$ cat src/rtl/uvr_pkg.sv
package uvr_pkg;

  typedef enum logic [2:0] {
    RX_IDLE,
    RX_START,
    RX_DATA,
    RX_PAR,
    RX_STOP
  } rx_state_e;

  function automatic logic maj3(input logic a, input logic b, input logic c);
    return (a & b) | (a & c) | (b & c);
  endfunction

endpackage

$ cat src/rtl/uvr_sync.sv
module uvr_sync #(
  parameter int  STAGES    = 2,
  parameter logic RESET_LVL = 1'b1
) (
  input  logic clk,
  input  logic rst,
  input  logic din,
  output logic dout
);
  logic [STAGES-1:0] chain;

  always_ff @(posedge clk) begin
    if (rst) chain <= {STAGES{RESET_LVL}};
    else     chain <= {chain[STAGES-2:0], din};
  end

  assign dout = chain[STAGES-1];
endmodule

$ cat src/rtl/uvr_vote.sv
module uvr_vote
  import uvr_pkg::*;
#(
  parameter int CNT_W = 5
) (
  input  logic             clk,
  input  logic             rst,
  input  logic             tick,
  input  logic             active,
  input  logic             samp,
  input  logic [CNT_W-1:0] cur,
  input  logic [CNT_W-1:0] win_lo,
  output logic             vote_last,
  output logic             vote_bit
);
  logic [1:0]       hist;
  logic [CNT_W-1:0] win_hi;
  logic             in_win;

  assign win_hi = win_lo + CNT_W'(2);
  assign in_win = active && (cur >= win_lo) && (cur <= win_hi);

  // the first two window samples are held; the third arrives live
  always_ff @(posedge clk) begin
    if (rst)                 hist <= 2'b00;
    else if (tick && in_win) hist <= {hist[0], samp};
  end

  assign vote_last = tick && active && (cur == win_hi);
  assign vote_bit  = maj3(hist[1], hist[0], samp);
endmodule

$ cat src/rtl/uvr_ctrl.sv
module uvr_ctrl
  import uvr_pkg::*;
#(
  parameter int OSR_NORM = 16,
  parameter int OSR_DBL  = 8,
  parameter int MIN_BITS = 5,
  parameter int MAX_BITS = 9,
  parameter int CNT_W    = 5,
  parameter int NB_W     = 4,
  parameter int IDX_W    = 4
) (
  input  logic                clk,
  input  logic                rst,
  input  logic                tick,
  input  logic                samp,
  input  logic                dbl_speed,
  input  logic [NB_W-1:0]     num_bits,
  input  logic                par_en,
  input  logic                vote_last,
  input  logic                vote_bit,
  output logic                active,
  output logic [CNT_W-1:0]    cur,
  output logic [CNT_W-1:0]    win_lo,
  output logic [MAX_BITS-1:0] rx_data,
  output logic                rx_valid,
  output logic                frame_err,
  output logic                rx_par
);
  localparam logic [CNT_W-1:0] OSR_N = CNT_W'(OSR_NORM);
  localparam logic [CNT_W-1:0] OSR_D = CNT_W'(OSR_DBL);

  rx_state_e           state;
  logic [CNT_W-1:0]    phase;
  logic [IDX_W-1:0]    bit_idx;
  logic [IDX_W-1:0]    last_idx;
  logic                mode_q;
  logic                pe_q;
  logic                prev_hi;
  logic [MAX_BITS-1:0] data_q;
  logic                par_q;
  logic [CNT_W-1:0]    osr;

  function automatic logic [IDX_W-1:0] last_of(input logic [NB_W-1:0] n);
    int v;
    v = int'(n);
    if (v < MIN_BITS) v = MIN_BITS;
    if (v > MAX_BITS) v = MAX_BITS;
    return IDX_W'(v - 1);
  endfunction

  assign osr    = mode_q ? OSR_D : OSR_N;
  assign win_lo = osr >> 1;
  assign cur    = phase + CNT_W'(1);
  assign active = (state != RX_IDLE);

  always_ff @(posedge clk) begin
    if (rst) begin
      state     <= RX_IDLE;
      phase     <= '0;
      bit_idx   <= '0;
      last_idx  <= '0;
      mode_q    <= 1'b0;
      pe_q      <= 1'b0;
      prev_hi   <= 1'b0;
      data_q    <= '0;
      par_q     <= 1'b0;
      rx_data   <= '0;
      rx_valid  <= 1'b0;
      frame_err <= 1'b0;
      rx_par    <= 1'b0;
    end else begin
      rx_valid  <= 1'b0;
      frame_err <= 1'b0;
      if (tick) begin
        prev_hi <= samp;
        if (state == RX_IDLE) begin
          if (prev_hi && !samp) begin
            state    <= RX_START;
            phase    <= CNT_W'(1);
            mode_q   <= dbl_speed;
            pe_q     <= par_en;
            last_idx <= last_of(num_bits);
            bit_idx  <= '0;
            data_q   <= '0;
            par_q    <= 1'b0;
          end
        end else begin
          phase <= (cur == osr) ? '0 : cur;
          case (state)
            RX_START: begin
              if (vote_last && vote_bit) begin
                state <= RX_IDLE;
                phase <= '0;
              end else if (cur == osr) begin
                state <= RX_DATA;
              end
            end
            RX_DATA: begin
              if (vote_last) data_q[bit_idx] <= vote_bit;
              if (cur == osr) begin
                if (bit_idx == last_idx) state <= pe_q ? RX_PAR : RX_STOP;
                else                     bit_idx <= bit_idx + IDX_W'(1);
              end
            end
            RX_PAR: begin
              if (vote_last) par_q <= vote_bit;
              if (cur == osr) state <= RX_STOP;
            end
            RX_STOP: begin
              if (vote_last) begin
                state     <= RX_IDLE;
                phase     <= '0;
                rx_valid  <= 1'b1;
                frame_err <= !vote_bit;
                rx_data   <= data_q;
                rx_par    <= par_q;
              end
            end
            default: state <= RX_IDLE;
          endcase
        end
      end
    end
  end


  valid_pulse_chk: assert property (@(posedge clk) disable iff (rst)
    rx_valid |=> !rx_valid);


  ferr_needs_valid_chk: assert property (@(posedge clk) disable iff (rst)
    frame_err |-> rx_valid);


  upper_zero_chk: assert property (@(posedge clk) disable iff (rst)
    rx_valid |-> ((rx_data >> (last_idx + IDX_W'(1))) == '0));


  par_off_chk: assert property (@(posedge clk) disable iff (rst)
    (rx_valid && !pe_q) |-> !rx_par);


  phase_range_chk: assert property (@(posedge clk) disable iff (rst)
    phase <= osr);


  spike_drop_chk: assert property (@(posedge clk) disable iff (rst)
    (state == RX_START && vote_last && vote_bit) |=> (state == RX_IDLE && !rx_valid));


  early_exit_chk: assert property (@(posedge clk) disable iff (rst)
    (state == RX_STOP && vote_last) |=> (state == RX_IDLE && rx_valid));
endmodule

$ cat src/rtl/uart_vote_rx.sv
module uart_vote_rx
  import uvr_pkg::*;
#(
  parameter int OSR_NORM    = 16,
  parameter int OSR_DBL     = 8,
  parameter int MIN_BITS    = 5,
  parameter int MAX_BITS    = 9,
  parameter int SYNC_STAGES = 2
) (
  input  logic                         clk,
  input  logic                         rst,
  input  logic                         os_tick,
  input  logic                         dbl_speed,
  input  logic                         rxd,
  input  logic [$clog2(MAX_BITS+1)-1:0] num_bits,
  input  logic                         par_en,
  output logic [MAX_BITS-1:0]          rx_data,
  output logic                         rx_valid,
  output logic                         frame_err,
  output logic                         rx_par
);
  localparam int CNT_W = $clog2(OSR_NORM + 1);
  localparam int NB_W  = $clog2(MAX_BITS + 1);
  localparam int IDX_W = $clog2(MAX_BITS);

  logic             samp;
  logic             active;
  logic             vote_last;
  logic             vote_bit;
  logic [CNT_W-1:0] cur;
  logic [CNT_W-1:0] win_lo;

  uvr_sync #(.STAGES(SYNC_STAGES), .RESET_LVL(1'b1)) i_sync (
    .clk  (clk),
    .rst  (rst),
    .din  (rxd),
    .dout (samp)
  );

  uvr_vote #(.CNT_W(CNT_W)) i_vote (
    .clk       (clk),
    .rst       (rst),
    .tick      (os_tick),
    .active    (active),
    .samp      (samp),
    .cur       (cur),
    .win_lo    (win_lo),
    .vote_last (vote_last),
    .vote_bit  (vote_bit)
  );

  uvr_ctrl #(
    .OSR_NORM (OSR_NORM),
    .OSR_DBL  (OSR_DBL),
    .MIN_BITS (MIN_BITS),
    .MAX_BITS (MAX_BITS),
    .CNT_W    (CNT_W),
    .NB_W     (NB_W),
    .IDX_W    (IDX_W)
  ) i_ctrl (
    .clk       (clk),
    .rst       (rst),
    .tick      (os_tick),
    .samp      (samp),
    .dbl_speed (dbl_speed),
    .num_bits  (num_bits),
    .par_en    (par_en),
    .vote_last (vote_last),
    .vote_bit  (vote_bit),
    .active    (active),
    .cur       (cur),
    .win_lo    (win_lo),
    .rx_data   (rx_data),
    .rx_valid  (rx_valid),
    .frame_err (frame_err),
    .rx_par    (rx_par)
  );
endmodule

$ cat config.mk
export PLATFORM = sky130hd
export DESIGN_NAME = uart_vote_rx
export DESIGN_NICKNAME = d
export VERILOG_FILES = /design/src/rtl/uvr_pkg.sv /design/src/rtl/uvr_sync.sv /design/src/rtl/uvr_vote.sv /design/src/rtl/uvr_ctrl.sv /design/src/rtl/uart_vote_rx.sv
export SDC_FILE = /design/constraint.sdc
export NUM_CORES = 1
export LEC_CHECK = 0
export BUFFER_PORTS_ARGS = -buffer_cell sky130_fd_sc_hd__buf_4
export CORE_UTILIZATION = 55
export CTS_CLUSTER_SIZE = 14
export DETAILED_ROUTE_END_ITERATION = 6
export GPL_ROUTABILITY_DRIVEN = 0
export PLACE_DENSITY = 0.75
export SYNTH_ARGS = -nofsm -noshare
export SYNTH_HDL_FRONTEND = slang
export SYNTH_SLANG_ARGS = --single-unit
$ cat constraint.sdc
create_clock -name clk -period 3.2 [get_ports clk]
set_input_delay 0.16 -clock clk [delete_from_list [all_inputs] [get_ports clk]]
set_output_delay 0.16 -clock clk [all_outputs]
set_load 0.1 [all_outputs]
==> impl_metrics.csv, run 1 <==
group,metric,value,unit
drt,met3_length,223,um
floorplan,start_util,0.5794,
synth,synth_top_family_by_area,"simple AND/OR/NAND/NOR gates",
synth,synth.area.top_cells,"dfxtp_1 (38%), a21oi_1 (6.4%), mux2i_1 (6.0%)",
drt,wl_per_cell,14.31,um
floorplan,io_pins,22,
timing,setup-tns-final,0,ps
timing,setup_viol,0,
setup_path,worstPathMaxFanout,6,
global_routing,grt_pass1_wl,8.576,mm
synth,synth_top_area_frac,0.3832,
final_layout,antenna_cells,0,
setup_path,cp.required,3440,ps
clocking,cts.clk_slew.worst_paths,80,ps
timing,max_freq,0.3520,GHz
clocking,postCtsResizedCells,0,
setup_path,crit_family,"simple AND/OR/NAND/NOR gates",
drt,vias_per_cell,5.988,
timing,hold_viol,0,
synth,synthSimpleGateAreaFrac,0.2123,
power_and_ir_drop,p_leak,1.109,nW
drt,drtAntennaViolNets,0,
drt,highest_layer,"met4",
global_routing,grt_pass1_vias,1881,
drt,routedLengthMet1,2.310,mm
floorplan,die_w,67.38,um
synth,synth_ff_type,"dfxtp_1",
synth,synth-async-reset-ratio,0,
power_and_ir_drop,p_per_area,393.3,nW/um2
floorplan,die_h,67.38,um
drt,first_pass_iters,4,
global_routing,antenna_found_initial,0,
clocking,postCtsSetupRepairBufs,0,
drt,wl_met2,2.194,mm
timing,drv_slew,0,
setup_path,endpoint_kind,"register",
setup_path,worstSetupStartpointType,"register",
setup_path,path_buf_inv,0,
job,drv_cap,0,
synth,ys_types,52,
clocking,clk_path_buf_depth,2,
synth,synth.mux.area_fraction,0.05961,
setup_path,timing.critical_path.mode_cell,"ha_1",
synth,synth.most_common_cell,"dfxtp_1",
timing,layout_setup_ws,358.8,ps
status,status,"finished clean",
clocking,ctsRootBufferMaster,"clkbuf_8",
timing,worst_pin_slew,774.3,ps
synth,yosys_warnings,0,
drt,wl,4.894,mm
setup_path,worstPathCellList,"ha_1, nor2b_1, or2_2, ha_1, nand4_1, nand2b_1, nor4b_1, nand2_1, a21oi_1",
clocking,cts_buffers,5,
global_routing,track_usage,0.2504,
drt,vias,2048,
final_layout,nets,312,
synth,synth_fa_ha_area_frac,0.05748,
floorplan,core_area,4058,um2
placement,io_buffers,21,
placement,hpwl,3.401,mm
global_routing,grt_max_degree,46,
power_and_ir_drop,vdd_drop_max,0.0003441,V
synth,synth-seq-cells,45,
timing,fin_skew,8.553,ps
synth,synth_compound_area_frac,0.2054,
floorplan,dieArea,4540,um2
clocking,ctsHoldBuffers,0,
drt,drt_iter0_markers,201,
setup_path,cp.arrival,3080,ps
final_layout,drive_gt1_frac,0.1301,
global_routing,grt-ovfl-total,0,
final_layout,syn_to_final_growth,11.76,%
clocking,insertion_delay,310,ps
synth,synth_top_area_cell,"dfxtp_1",
synth,syn_area,2351,um2
timing,min_period,2841,ps
hold_path,hold_class,"in2reg",
setup_path,critPathMaxStageDelay,710,ps
floorplan,placementRows,23,
clocking,cts_tree,"yes",
timing,rsz0062_at_grt,"false",
synth,synthXorXnorAreaFrac,0.03938,
setup_path,worstSetupPathType,"reg2reg",
clocking,cts.htree.levels,2,
setup_path,reg2reg_slack,360,ps
synth,synthTopCellsByCount,"dfxtp_1 (45), a21oi_1 (30), nor2_1 (27), nand2_1 (21), o21ai_0 (19)",
synth,synth_nets,296,
synth,syn_inst,276,
synth,seq_area_frac_synth,0.3832,
timing,fin_crit_sh,0.8879,
timing,max_slew_margin,0.4766,
synth,avgSynthCellArea,8.518,um2
setup_path,crit_slowest_cell,"nor4b_1",
drt,drc_errors,0,
clocking,clock_sink_count,45,
placement,dp_slack,439.1,ps
synth,synth-edff-count,0,
## logic make-up after synthesis
logic type	after synthesis
and+or+nand+nor	96
AOI/OAI and AO/OA	77
DFF	45
buffers and inverters	24
muxes	14
adders and majority gates	11
xor gates and xnor gates	9
## layout make-up
cell class              count  area [um2]
fillers                   366        1430
multi-input cells         207        1350
flip-flops and latches     45       900.9
repair buffers             23       172.7
clock buffers               5       68.82
well taps                  50       62.56
inverters                  10       37.54
clock inverters             2       35.03
## registers in the layout, indices dropped and copies added, names as in the netlist, 2 cells and up
register	flops
i_ctrl.data_q	9
i_ctrl.rx_data	9
i_ctrl.phase	5
i_ctrl.bit_idx	4
i_ctrl.last_idx	4
i_ctrl.state	3
i_sync.chain	2
i_vote.hist	2
## per-stage QoR
step | utilization | hold WS, ps | area, um2 | instances | total power, mW
after global routing | 0.6475 | 38.21 | 2628 | 342 | 1.069
after floorplan | - | 263.8 | 2351 | 276 | 0.6168
after CTS | 0.6475 | 37.92 | 2628 | 342 | 1.043
final | 0.6475 | 41.23 | 2628 | 342 | 1.033
after detailed placement | 0.6220 | 352.2 | 2524 | 335 | 0.6340
after global placement | 0.6220 | 348.6 | 2524 | 335 | 0.6336
## layout by cell type (no fill, tap or decap), types with 2 or more instances in the layout
| cell | count |
|---|---|
| nor2_1 | 27 |
| or3_1 | 2 |
| buf_4 | 23 |
| mux2i_1 | 14 |
| o21ai_0 | 19 |
| nand4_1 | 7 |
| nor3_1 | 4 |
| nand2b_1 | 3 |
| a22oi_1 | 2 |
| a31oi_1 | 3 |
| nand3_1 | 7 |
| a211oi_1 | 3 |
| nand2_1 | 21 |
| or2_2 | 3 |
| dfxtp_1 | 45 |
| nor2b_1 | 7 |
| a21o_1 | 2 |
| a21oi_1 | 30 |
| xnor2_1 | 3 |
| nor4b_1 | 2 |
| o211ai_1 | 2 |
| clkbuf_8 | 5 |
| ha_1 | 10 |
| xor2_1 | 5 |
| o31ai_1 | 4 |
| nand3b_1 | 3 |
| inv_1 | 10 |
## power by group
part	internal [mW]	switching, mW	total, mW
Combinational	0.0216	0.0316	0.0532
Sequential	0.564	0.00476	0.568
Clock	0.227	0.185	0.412
## layer usage
metal / track usage / up-vias
li1: - / 1026
met1: 0.3174 / 956
met2: 0.3913 / 50
met3: 0.05236 / 16
met4: 0.1436 / 0
met5: 0 / -
## worst paths after layout
path                                                    from                             to  cells after the start
worst max-delay path            i_ctrl.phase[0]$_SDFFE_PP0P_  i_ctrl.data_q[1]$_SDFFE_PP0P_                      9
worst min-delay path                                     rxd     i_sync.chain[0]$_SDFF_PP1_                      2
worst max register to register  i_ctrl.phase[0]$_SDFFE_PP0P_  i_ctrl.data_q[1]$_SDFFE_PP0P_                      9
worst min register to register    i_sync.chain[0]$_SDFF_PP1_     i_sync.chain[1]$_SDFF_PP1_                      1
No activity file was read; power rests on OpenSTA's default activity.
==> run 2, diff against run 1 <==
BUFFER_PORTS_ARGS = -buffer_cell sky130_fd_sc_hd__buf_2   (was -buffer_cell sky130_fd_sc_hd__buf_4)
SKIP_LAST_GASP = 1   (was unset)
SLEW_MARGIN = 5   (was unset)
==> impl_metrics.csv, run 2 (synthesized netlist as in run 1, its figures left out) <==
group,metric,value,unit
setup_path,reg2reg_depth,9,
floorplan,start_util,0.5794,
clocking,postCtsResizedCells,0,
clocking,insertion_delay,290,ps
timing,max_slew_margin,0.4618,
global_routing,grt_pass1_vias,1761,
setup_path,reg2reg_from,"i_ctrl.phase[0]$_SDFFE_PP0P_",
setup_path,cp.arrival,3070,ps
clocking,cts_buffers,5,
timing,hold_viol,0,
final_layout,antenna_cells,0,
final_layout,multi_input_area,1350,um2
timing,worst_pin_slew,796.0,ps
setup_path,r2r_end,"i_ctrl.data_q[1]$_SDFFE_PP0P_",
global_routing,track_usage,0.2345,
final_layout,syn_to_final_growth,10.54,%
setup_path,path_buf_inv,0,
setup_path,worstPathMaxFanout,6,
final_layout,mostFrequentLayoutCells,"dfxtp_1 (45), a21oi_1 (30), nor2_1 (27)",
setup_path,cp-startpoint,"i_ctrl.phase[0]$_SDFFE_PP0P_",
clocking,cts_tree,"yes",
final_layout,nFillCells,348,
clocking,ctsHoldBuffers,0,
setup_path,crit_slowest_cell,"nor4b_1",
drt,first_pass_iters,4,
clocking,clock_sink_count,45,
drt,vias,2018,
timing,rsz0062_at_grt,"false",
floorplan,die_h,67.38,um
placement,dp_slack,407.3,ps
clocking,cts.clk_slew.worst_paths,80,ps
final_layout,mostFrequentLayoutCell,"dfxtp_1",
timing,drv_slew,0,
power_and_ir_drop,p_per_area,407.7,nW/um2
drt,vias_per_cell,5.866,
floorplan,io_pins,22,
status,status,"finished clean",
placement,hpwl,3.335,mm
floorplan,placementRows,23,
timing,fin_skew,5.437,ps
final_layout,nets,313,
timing,layout_setup_ws,354.0,ps
setup_path,reg2reg_slack,350,ps
global_routing,grt_pass1_wl,8.162,mm
global_routing,grt_max_degree,46,
clocking,ctsRootBufferMaster,"clkbuf_8",
floorplan,dieArea,4540,um2
placement,io_buffers,21,
drt,drtAntennaViolNets,0,
global_routing,antenna_found_initial,0,
final_layout,top_regs,"i_ctrl.data_q (9), i_ctrl.rx_data (9), i_ctrl.phase (5)",
setup_path,cp-endpoint,"i_ctrl.data_q[1]$_SDFFE_PP0P_",
clocking,postCtsSetupRepairBufs,0,
setup_path,cp.required,3420,ps
timing,setup_viol,0,
setup_path,critPathMaxStageDelay,730,ps
final_layout,drive_gt1_frac,0.1361,
job,drv_cap,0,
setup_path,worstSetupStartpointType,"register",
drt,drt_iter0_markers,125,
setup_path,worstSetupPathType,"reg2reg",
drt,drc_errors,0,
drt,wl,4.829,mm
power_and_ir_drop,vdd_drop_max,0.0002587,V
clocking,cts.htree.levels,2,
hold_path,hold_class,"in2reg",
timing,max_freq,0.3514,GHz
global_routing,grt-ovfl-total,0,
final_layout,seq_area,900.9,um2
timing,setup-tns-final,0,ps
setup_path,timing.critical_path.mode_cell,"ha_1",
power_and_ir_drop,p_leak,1.111,nW
floorplan,die_w,67.38,um
setup_path,worstPathCellList,"ha_1, nor2b_1, or2_2, ha_1, nand4_1, nand2b_1, nor4b_1, nand2_1, a21oi_1",
setup_path,path_depth,9,
clocking,clk_path_buf_depth,2,
floorplan,core_area,4058,um2
timing,fin_crit_sh,0.8894,
timing,min_period,2846,ps
setup_path,crit_family,"simple AND/OR/NAND/NOR gates",
setup_path,endpoint_kind,"register",
drt,wl_per_cell,14.04,um
==> run 2: per-layer routing <==
metal | global-route usage | part of all wire
met5 | 0 | 0
met1 | 0.3151 | 0.48
met2 | 0.3688 | 0.46
met3 | 0.06081 | 0.046
met4 | 0.06383 | 0.011
==> run 2: worst reg2reg max path, delay by kind of cell (launching register included) <==
family | cells | cell delay (ps)
flip-flops | 1 | 360
AO/OA/AOI/OAI | 1 | 170
adder cells (fa/ha/maj) | 2 | 580
AND/OR/NAND/NOR | 6 | 1670
==> run 2: power breakdown <==
part           switching [mW]  internal [mW]  total, mW
registers             0.00471          0.564      0.568
clock network           0.187          0.254      0.441
logic                  0.0316         0.0191     0.0507
total                   0.223          0.836       1.06
==> run 2: how the worst min path moves through the flow <==
| stage | endpoint | depth (start not counted) | start |
|---|---|---|---|
| after detailed placement | i_sync.chain[0]$_SDFF_PP1_ | 2 | rxd |
| after global placement | i_sync.chain[0]$_SDFF_PP1_ | 2 | rxd |
| after floorplan | i_sync.chain[0]$_SDFF_PP1_ | 1 | rxd |
| after CTS | i_sync.chain[0]$_SDFF_PP1_ | 2 | rxd |
| final | i_sync.chain[0]$_SDFF_PP1_ | 2 | rxd |
| after global routing | i_sync.chain[0]$_SDFF_PP1_ | 2 | rxd |
==> run 2: cell type report <==
type | instances | share of cell area
multi-input cells | 207 | 0.5195
flip-flops and latches | 45 | 0.3467
repair buffers | 24 | 0.04911
clock buffers | 6 | 0.03178
well taps | 50 | 0.02407
clock inverters | 2 | 0.01444
inverters | 10 | 0.01444
==> run 2: metrics by stage <==
stage	hold slack, ps	instances	area, um2	power (mW)	util
floorplan	263.8	276	2351	0.6168	-
global placement	347.0	336	2479	0.6309	0.6109
detailed placement	346.6	336	2479	0.6315	0.6109
CTS	43.57	344	2599	1.070	0.6405
global route	43.12	344	2599	1.099	0.6405
finish	49.06	344	2599	1.059	0.6405
